===== config.mk =====
export PLATFORM = sky130hd
export DESIGN_NAME = qnt_block_quantizer
export DESIGN_NICKNAME = d
export VERILOG_FILES = /design/src/rtl/qnt_pkg.sv /design/src/rtl/qnt_index_ctr.sv /design/src/rtl/qnt_recip_table.sv /design/src/rtl/qnt_round_sat.sv /design/src/rtl/qnt_block_quantizer.sv
export SDC_FILE = /design/constraint.sdc
export NUM_CORES = 2
export LEC_CHECK = 0
export CAP_MARGIN = 40
export CELL_PAD_IN_SITES_DETAIL_PLACEMENT = 0
export CELL_PAD_IN_SITES_GLOBAL_PLACEMENT = 1
export CORE_MARGIN = 3
export CORE_UTILIZATION = 45
export CTS_CLUSTER_SIZE = 8
export DETAILED_ROUTE_END_ITERATION = 10
export MAX_ROUTING_LAYER = met4
export PLACE_DENSITY_LB_ADDON = 0.1
export RECOVER_POWER = 25
export SLEW_MARGIN = 20
export SYNTH_ARGS = -nofsm -noshare
export SYNTH_HDL_FRONTEND = slang
export SYNTH_HIERARCHICAL = 1
export SYNTH_SLANG_ARGS = --single-unit

===== constraint.sdc =====
create_clock -name clk -period 6.7 [get_ports clk]
set_input_delay 2.01 -clock clk [delete_from_list [all_inputs] [get_ports clk]]
set_output_delay 2.01 -clock clk [all_outputs]
set_load 0.02 [all_outputs]

===== src/rtl/qnt_pkg.sv =====
package qnt_pkg;
    localparam int QNT_COEF_W = 11;
    localparam int QNT_SHIFT  = 13;
    localparam int QNT_BLK_N  = 64;
endpackage


===== src/rtl/qnt_index_ctr.sv =====
module qnt_index_ctr #(
    parameter int BLK_N = 64,
    localparam int IDX_W = $clog2(BLK_N)
) (
    input  logic             clk,
    input  logic             rst_n,
    input  logic             in_valid,
    input  logic             blk_start,
    output logic [IDX_W-1:0] idx
);
    localparam logic [IDX_W-1:0] LAST = IDX_W'(BLK_N - 1);

    logic [IDX_W-1:0] cnt_d, cnt_q;

    always_comb begin
        idx   = blk_start ? '0 : cnt_q;
        cnt_d = cnt_q;
        if (in_valid) begin
            cnt_d = (idx == LAST) ? '0 : idx + IDX_W'(1);
        end else if (blk_start) begin
            cnt_d = '0;
        end
    end

    always_ff @(posedge clk or negedge rst_n) begin
        if (!rst_n) cnt_q <= '0;
        else        cnt_q <= cnt_d;
    end


    wrap_to_zero_chk: assert property (@(posedge clk) disable iff (!rst_n)
        (in_valid && !blk_start && cnt_q == LAST) |=> (cnt_q == '0));


    start_realign_chk: assert property (@(posedge clk) disable iff (!rst_n)
        (in_valid && blk_start) |=> (cnt_q == IDX_W'(1)));
endmodule


===== src/rtl/qnt_recip_table.sv =====
module qnt_recip_table #(
    parameter int BLK_N   = 64,
    parameter int RECIP_W = 14,
    parameter logic [RECIP_W-1:0] RESET_VAL = '0,
    localparam int IDX_W = $clog2(BLK_N)
) (
    input  logic               clk,
    input  logic               rst_n,
    input  logic               we,
    input  logic [IDX_W-1:0]   waddr,
    input  logic [RECIP_W-1:0] wdata,
    input  logic [IDX_W-1:0]   raddr,
    output logic [RECIP_W-1:0] rdata
);
    logic [RECIP_W-1:0] mem_d [BLK_N];
    logic [RECIP_W-1:0] mem_q [BLK_N];

    always_comb begin
        mem_d = mem_q;
        if (we) mem_d[waddr] = wdata;
        rdata = mem_q[raddr];
    end

    always_ff @(posedge clk or negedge rst_n) begin
        if (!rst_n) begin
            for (int i = 0; i < BLK_N; i++) mem_q[i] <= RESET_VAL;
        end else begin
            mem_q <= mem_d;
        end
    end


    write_lands_chk: assert property (@(posedge clk) disable iff (!rst_n)
        we |=> (mem_q[$past(waddr)] == $past(wdata)));
endmodule


===== src/rtl/qnt_round_sat.sv =====
module qnt_round_sat #(
    parameter int PROD_W = 25,
    parameter int SHIFT  = 13,
    parameter int OUT_W  = 11
) (
    input  logic             neg,
    input  logic [PROD_W-1:0] prod,
    output logic [OUT_W-1:0] res
);
    localparam int QW = PROD_W + 1 - SHIFT;
    localparam logic [QW-1:0] POS_LIM = QW'((2 ** (OUT_W - 1)) - 1);
    localparam logic [QW-1:0] NEG_LIM = QW'(2 ** (OUT_W - 1));
    localparam logic [PROD_W:0] HALF  = (PROD_W + 1)'(2 ** (SHIFT - 1));

    logic [PROD_W:0] biased;
    logic [QW-1:0]   qmag;
    logic [QW-1:0]   lim;
    logic [QW-1:0]   negv;

    always_comb begin
        biased = {1'b0, prod} + HALF;
        qmag   = biased[PROD_W:SHIFT];
        if (!neg) begin
            lim = (qmag > POS_LIM) ? POS_LIM : qmag;
        end else begin
            lim = (qmag > NEG_LIM) ? NEG_LIM : qmag;
        end
        negv = ~lim + QW'(1);
        res  = neg ? negv[OUT_W-1:0] : lim[OUT_W-1:0];
    end
endmodule


===== src/rtl/qnt_block_quantizer.sv =====
module qnt_block_quantizer
    import qnt_pkg::*;
#(
    parameter int COEF_W = QNT_COEF_W,
    parameter int SHIFT  = QNT_SHIFT,
    parameter int BLK_N  = QNT_BLK_N,
    localparam int IDX_W   = $clog2(BLK_N),
    localparam int RECIP_W = SHIFT + 1,
    localparam int PROD_W  = COEF_W + RECIP_W
) (
    input  logic               clk,
    input  logic               rst_n,
    input  logic               in_valid,
    input  logic               in_blk_start,
    input  logic [COEF_W-1:0]  in_coef,
    input  logic               tbl_we,
    input  logic [IDX_W-1:0]   tbl_addr,
    input  logic [RECIP_W-1:0] tbl_data,
    output logic               out_valid,
    output logic [COEF_W-1:0]  out_coef
);
    typedef struct packed {
        logic               s1_vld;
        logic               s1_neg;
        logic [COEF_W-1:0]  s1_mag;
        logic [RECIP_W-1:0] s1_rcp;
        logic               s2_vld;
        logic               s2_neg;
        logic [PROD_W-1:0]  s2_prod;
        logic               s3_vld;
        logic               s3_neg;
        logic [PROD_W-1:0]  s3_prod;
        logic               s4_vld;
        logic [COEF_W-1:0]  s4_q;
    } pipe_t;

    pipe_t              p_d, p_q;
    logic [IDX_W-1:0]   pos_idx;
    logic [RECIP_W-1:0] rcp_rd;
    logic [COEF_W-1:0]  rs_out;
    logic [2:0]         warm_d, warm_q;

    qnt_index_ctr #(.BLK_N(BLK_N)) u_idx (
        .clk       (clk),
        .rst_n     (rst_n),
        .in_valid  (in_valid),
        .blk_start (in_blk_start),
        .idx       (pos_idx)
    );

    qnt_recip_table #(
        .BLK_N     (BLK_N),
        .RECIP_W   (RECIP_W),
        .RESET_VAL (RECIP_W'(2 ** SHIFT))
    ) u_tbl (
        .clk   (clk),
        .rst_n (rst_n),
        .we    (tbl_we),
        .waddr (tbl_addr),
        .wdata (tbl_data),
        .raddr (pos_idx),
        .rdata (rcp_rd)
    );

    qnt_round_sat #(
        .PROD_W (PROD_W),
        .SHIFT  (SHIFT),
        .OUT_W  (COEF_W)
    ) u_rs (
        .neg  (p_q.s3_neg),
        .prod (p_q.s3_prod),
        .res  (rs_out)
    );

    always_comb begin
        p_d = p_q;
        // stage 1: capture sign, magnitude and reciprocal
        p_d.s1_vld = in_valid;
        p_d.s1_neg = in_coef[COEF_W-1];
        p_d.s1_mag = in_coef[COEF_W-1] ? (~in_coef + COEF_W'(1)) : in_coef;
        p_d.s1_rcp = rcp_rd;
        // stage 2: multiply
        p_d.s2_vld  = p_q.s1_vld;
        p_d.s2_neg  = p_q.s1_neg;
        p_d.s2_prod = PROD_W'(p_q.s1_mag) * PROD_W'(p_q.s1_rcp);
        // stage 3: buffer
        p_d.s3_vld  = p_q.s2_vld;
        p_d.s3_neg  = p_q.s2_neg;
        p_d.s3_prod = p_q.s2_prod;
        // stage 4: round, sign, clamp
        p_d.s4_vld = p_q.s3_vld;
        p_d.s4_q   = p_q.s3_vld ? rs_out : '0;

        warm_d = (warm_q == 3'd4) ? warm_q : warm_q + 3'd1;
    end

    always_ff @(posedge clk or negedge rst_n) begin
        if (!rst_n) begin
            p_q    <= '0;
            warm_q <= '0;
        end else begin
            p_q    <= p_d;
            warm_q <= warm_d;
        end
    end

    assign out_valid = p_q.s4_vld;
    assign out_coef  = p_q.s4_q;


    latency_four_chk: assert property (@(posedge clk) disable iff (!rst_n)
        (warm_q == 3'd4) |-> (out_valid == $past(in_valid, 4)));


    idle_zero_chk: assert property (@(posedge clk) disable iff (!rst_n)
        !out_valid |-> (out_coef == '0));


    sign_kept_chk: assert property (@(posedge clk) disable iff (!rst_n)
        (warm_q == 3'd4 && out_valid && out_coef != '0)
            |-> (out_coef[COEF_W-1] == $past(in_coef[COEF_W-1], 4)));
endmodule


==> Word-level counts from Yosys, hierarchy flattened <==
Cells that the tools add are included.
W data, S select, Z words.
{ "classes": {"n_addsub": 4, "mul": 1, "order_cmp": 5, "n_eq_ne": 1, "muxes": 15, "bitwise": 4, "n_reduce_logical": 1} }
{ "ops": {"columns": ["cell", "count"], "rows": [
  ["$bwmux W896", 1],
  ["$bmux W14 S6", 1],
  ["$demux W14 S6", 1],
  ["$mux W11", 6],
  ["$mux W14", 3],
  ["$add A25 B13 Y26 const B", 1],
  ["$mul A11 B14 Y25", 1],
  ["$add A11 B1 Y11 const B", 2],
  ["$not A11 Y11", 2],
  ["$mux W6", 3],
  ["$ge A7 B7 Y1 const B", 2],
  ["$not A6 Y7", 2],
  ["$gt A13 B10 Y1 const B", 1],
  ["$gt A13 B11 Y1 const B", 1],
  ["$lt A7 B1 Y1 const B", 1],
  ["$add A6 B1 Y6 const B", 1],
  ["$eq A6 B6 Y1 const B", 1],
  ["$logic_and A1 B1 Y1", 1]
]} }
{ "totals": {"regBits": 995, "in_bits": 36, "output_inout_bits": 12, "wordCells": 108} }

==> Logic depth before layout (Yosys ltp) <==
{ "depth": {"depth_word": 8, "depth_mapped": 20, "depth_no_buf": 19} }

==> By module <==
Netlist, hierarchy kept.
{ "by_module_without_submodules": {"columns": ["mod", "instances", "cells_per_inst", "area_each_um2", "seq_area_each_um2"], "rows": [
  ["qnt_recip_table", 1, 2574, 40811.6, 22501.6],
  ["qnt_block_quantizer", 1, 747, 7704.9, 2327.2],
  ["qnt_round_sat", 1, 132, 912.1, 0.0],
  ["qnt_index_ctr", 1, 30, 331.6, 150.1]
]} }

==> Worst setup path before layout <==
OpenSTA, ideal clock, no wires.
{ "synth_path": {"path_kind": "flip-flop to flip-flop", "start": "register p_q[90] in the netlist's numbering", "end": "register p_q, in the netlist p_d[35]", "setup_time_ns": 0.080, "arrival_time_ns": 4.948, "required_ns": 6.620, "path_slack_ns": 1.672, "stages_incl_launch_ff": 19, "n_path_buf": 1, "synth_period_minus_slack_ns": 5.028, "path_cell_list": "dfrtp_1 -> clkbuf_1 -> nand2_1 -> fa_1 -> fa_1 -> inv_1 -> fa_1 -> fa_1 -> inv_1 -> fa_1 -> inv_1 -> ha_1 -> and3_1 -> nand2_1 -> a21oi_2 -> o31ai_4 -> o211ai_2 -> a311oi_2 -> xnor2_1"} }
{ "synth_lines": {"columns": ["element", "line_no", "source"], "rows": [
  ["start, declared", "qnt_block_quantizer.sv:37", "pipe_t p_d, p_q;"],
  ["start signal, assigned", "qnt_block_quantizer.sv:102", "p_q <= p_d;"]
]} }

==> metrics.txt <==
largest net degree at the start of global routing=129; Syn Inst Count=3438; RSZ-0062 raised after global routing=false; PnR worst setup slack=1.196 ns; Syn Nets=3648; CTS clk-pin slew, worst paths=0.05 ns; Setup crit start=p_q[67]; vias in the first global route=32300; Hold Path Sink=p_q[33]; routed via count=28900; FF/Latch Area=0.02438 mm2; Remaining DRCs=0; clk root buf=clkbuf_16; Final Skew=0.02517 ns; CTS Sinks=971; Final Hold Vio Count=0; IO Pins=48; grt ovf=0; Setup Buffers After CTS=0; ANT nets after route=0; initial antenna violation count=10; DP Cell Count=4712; delay-heaviest family, CP=adder cells; Final HPWL DP=87760 um; Bufs and invs on worst path=3; critical path type=register to register; Initial Util=45.55%; r2r worst-path depth=17; Worst R2R Start=p_q[67]; worst r2r dst=p_d[35]; Non-Filler Instances=4947; clock buffer depth=3; mapped cell area=0.04904 mm2; Vias/cell=5.842; Hold Crit Start=p_d[33]; die span in y=336.1 um; Worst path slowest cell=dfrtp_1; GRT Total Usage=25.31%; core area=0.1077 mm2; outcome=finished, violations left; cts bufs inserted=141; Least-Margin Pin Slew=2.625 ns; critical path peak fanout=11; WL/cell=27.18 um; Resized cells post-CTS=0; final WL=134500 um; site row count=120; max_slew headroom=-75.00%; fraction of layout cells with a size suffix above 1=44.11%; Period minus WS final=5.504 ns; worst hold-check path type=register to register; Max IR drop VDD=0.0002126 V; Achievable Freq=0.1817 GHz; RePlAce Congestion=0.8229; final core occ=51.45%; Clock Latency Late Sink=0.75 ns; Final nets=3670; crit-path cells=nand2_1, fa_1, fa_1, inv_1, fa_1, fa_1, inv_1, fa_1, inv_1, ha_1, and3_1, nand2_1, a21oi_2, o31ai_4, o211ai_2, a311oi_2, xnor2_1; worst path arrival time=6.15 ns; cell mode on critical path=fa_1; Reg2Reg Setup Slack=1.20 ns; pre-CTS WS=1.036 ns; H-tree levels=4; PD cells=318.1 mW/mm2; Cells on Worst Hold Path=0; fin. max-slew vios=214; TritonCTS clock tree=yes; Max Cap Viol=3; max incr delay on CP=0.79 ns; drt first pass iters=5; Setup violations, final=0; Synth-to-Final Area Change=12.95%; Final period util=82.14%; failing checks=capacitance limit, slew limit; port bufs=47; Pwr Total=17.62 mW; LEAKAGE=25.27 nW; cts-stage hold buffer count=0; WP data required=7.35 ns; die extent in x=336.1 um; Avg Cell Area, Syn=14.26 um2; total negative slack=0 ns; Setup crit start kind=register; FILL cells=8884; Starting DRT DRC Count=1587; CP Capture Type=register; die footprint=0.1130 mm2; Synth Warn #=6; area of the multi-input gates=0.02276 mm2; first-pass GRT wire length=206700 um
==> power breakdown <==
| part | switching, mW | internal [mW] | total, mW |
|---|---|---|---|
| Combinational | 1.87 | 1.81 | 3.68 |
| Clock | 2.58 | 4.05 | 6.63 |
| Sequential | 0.563 | 6.75 | 7.31 |
| Total | 5.02 | 12.6 | 17.6 |
==> layer usage <==
layer	vias up	share of wire [%]	wire length [um]	global-route usage (%)
met4	0	2.6	3519	7.718
met5	-	0	0	-
met3	198	3.4	4632	3.446
met2	595	50	67690	41.98
met1	15790	44	58630	32.53
li1	12320	-	-	-
==> through the flow <==
step / area (um2) / hold WS, ns
floorplan: 49040 / 0.3312
CTS: 55280 / 0.3445
detailed placement: 51160 / 0.3347
global placement: 50790 / 0.3358
global route: 55390 / 0.3516
finish: 55390 / 0.3403
==> flip-flops by register name, summed over array words and instances, names as in the netlist <==
signal	flops
u_tbl/mem_q	896
p_q	39
p_d	18
out_coef	11
u_idx/cnt_q	6
out_valid	1
==> layout make-up <==
type                    count  area share (%)
diodes                      3         0.01355
clock buffers             209           7.003
clock inverters            15          0.4292
inverters                 154           1.044
multi-input cells        2014           41.09
flip-flops and latches    971           44.02
well taps                1403           3.169
repair buffers            178           3.233
==> worst max-delay path by stage <==
| stage | end | slack (ns) | cells past startpoint |
|---|---|---|---|
| 6_report | p_d[35] | 1.20 | 17 |
| 5_1_grt | u_tbl/mem_q[768] | 0.46 | 3 |
| 4_1_cts | p_d[35] | 1.12 | 17 |
| 3_5_place_dp | p_q[72] | 1.04 | 8 |
| 3_3_place_gp | p_q[68] | 1.01 | 8 |
| 2_1_floorplan | p_d[35] | 1.67 | 18 |
==> layout by cell type (no fill, tap or decap), drive strengths merged, types with 23 or more instances in the layout <==
cell type,n
fa,107
mux2,909
o21ai,38
xnor2,25
mux4,237
dfrtp,907
a21oi,33
nand2,159
o22ai,33
nor2,83
dfstp,64
clkdlybuf4s50,29
mux2i,23
buf,139
and2,83
inv,159
ha,67
clkbuf,216
No activity file was read; power rests on OpenSTA's default activity.
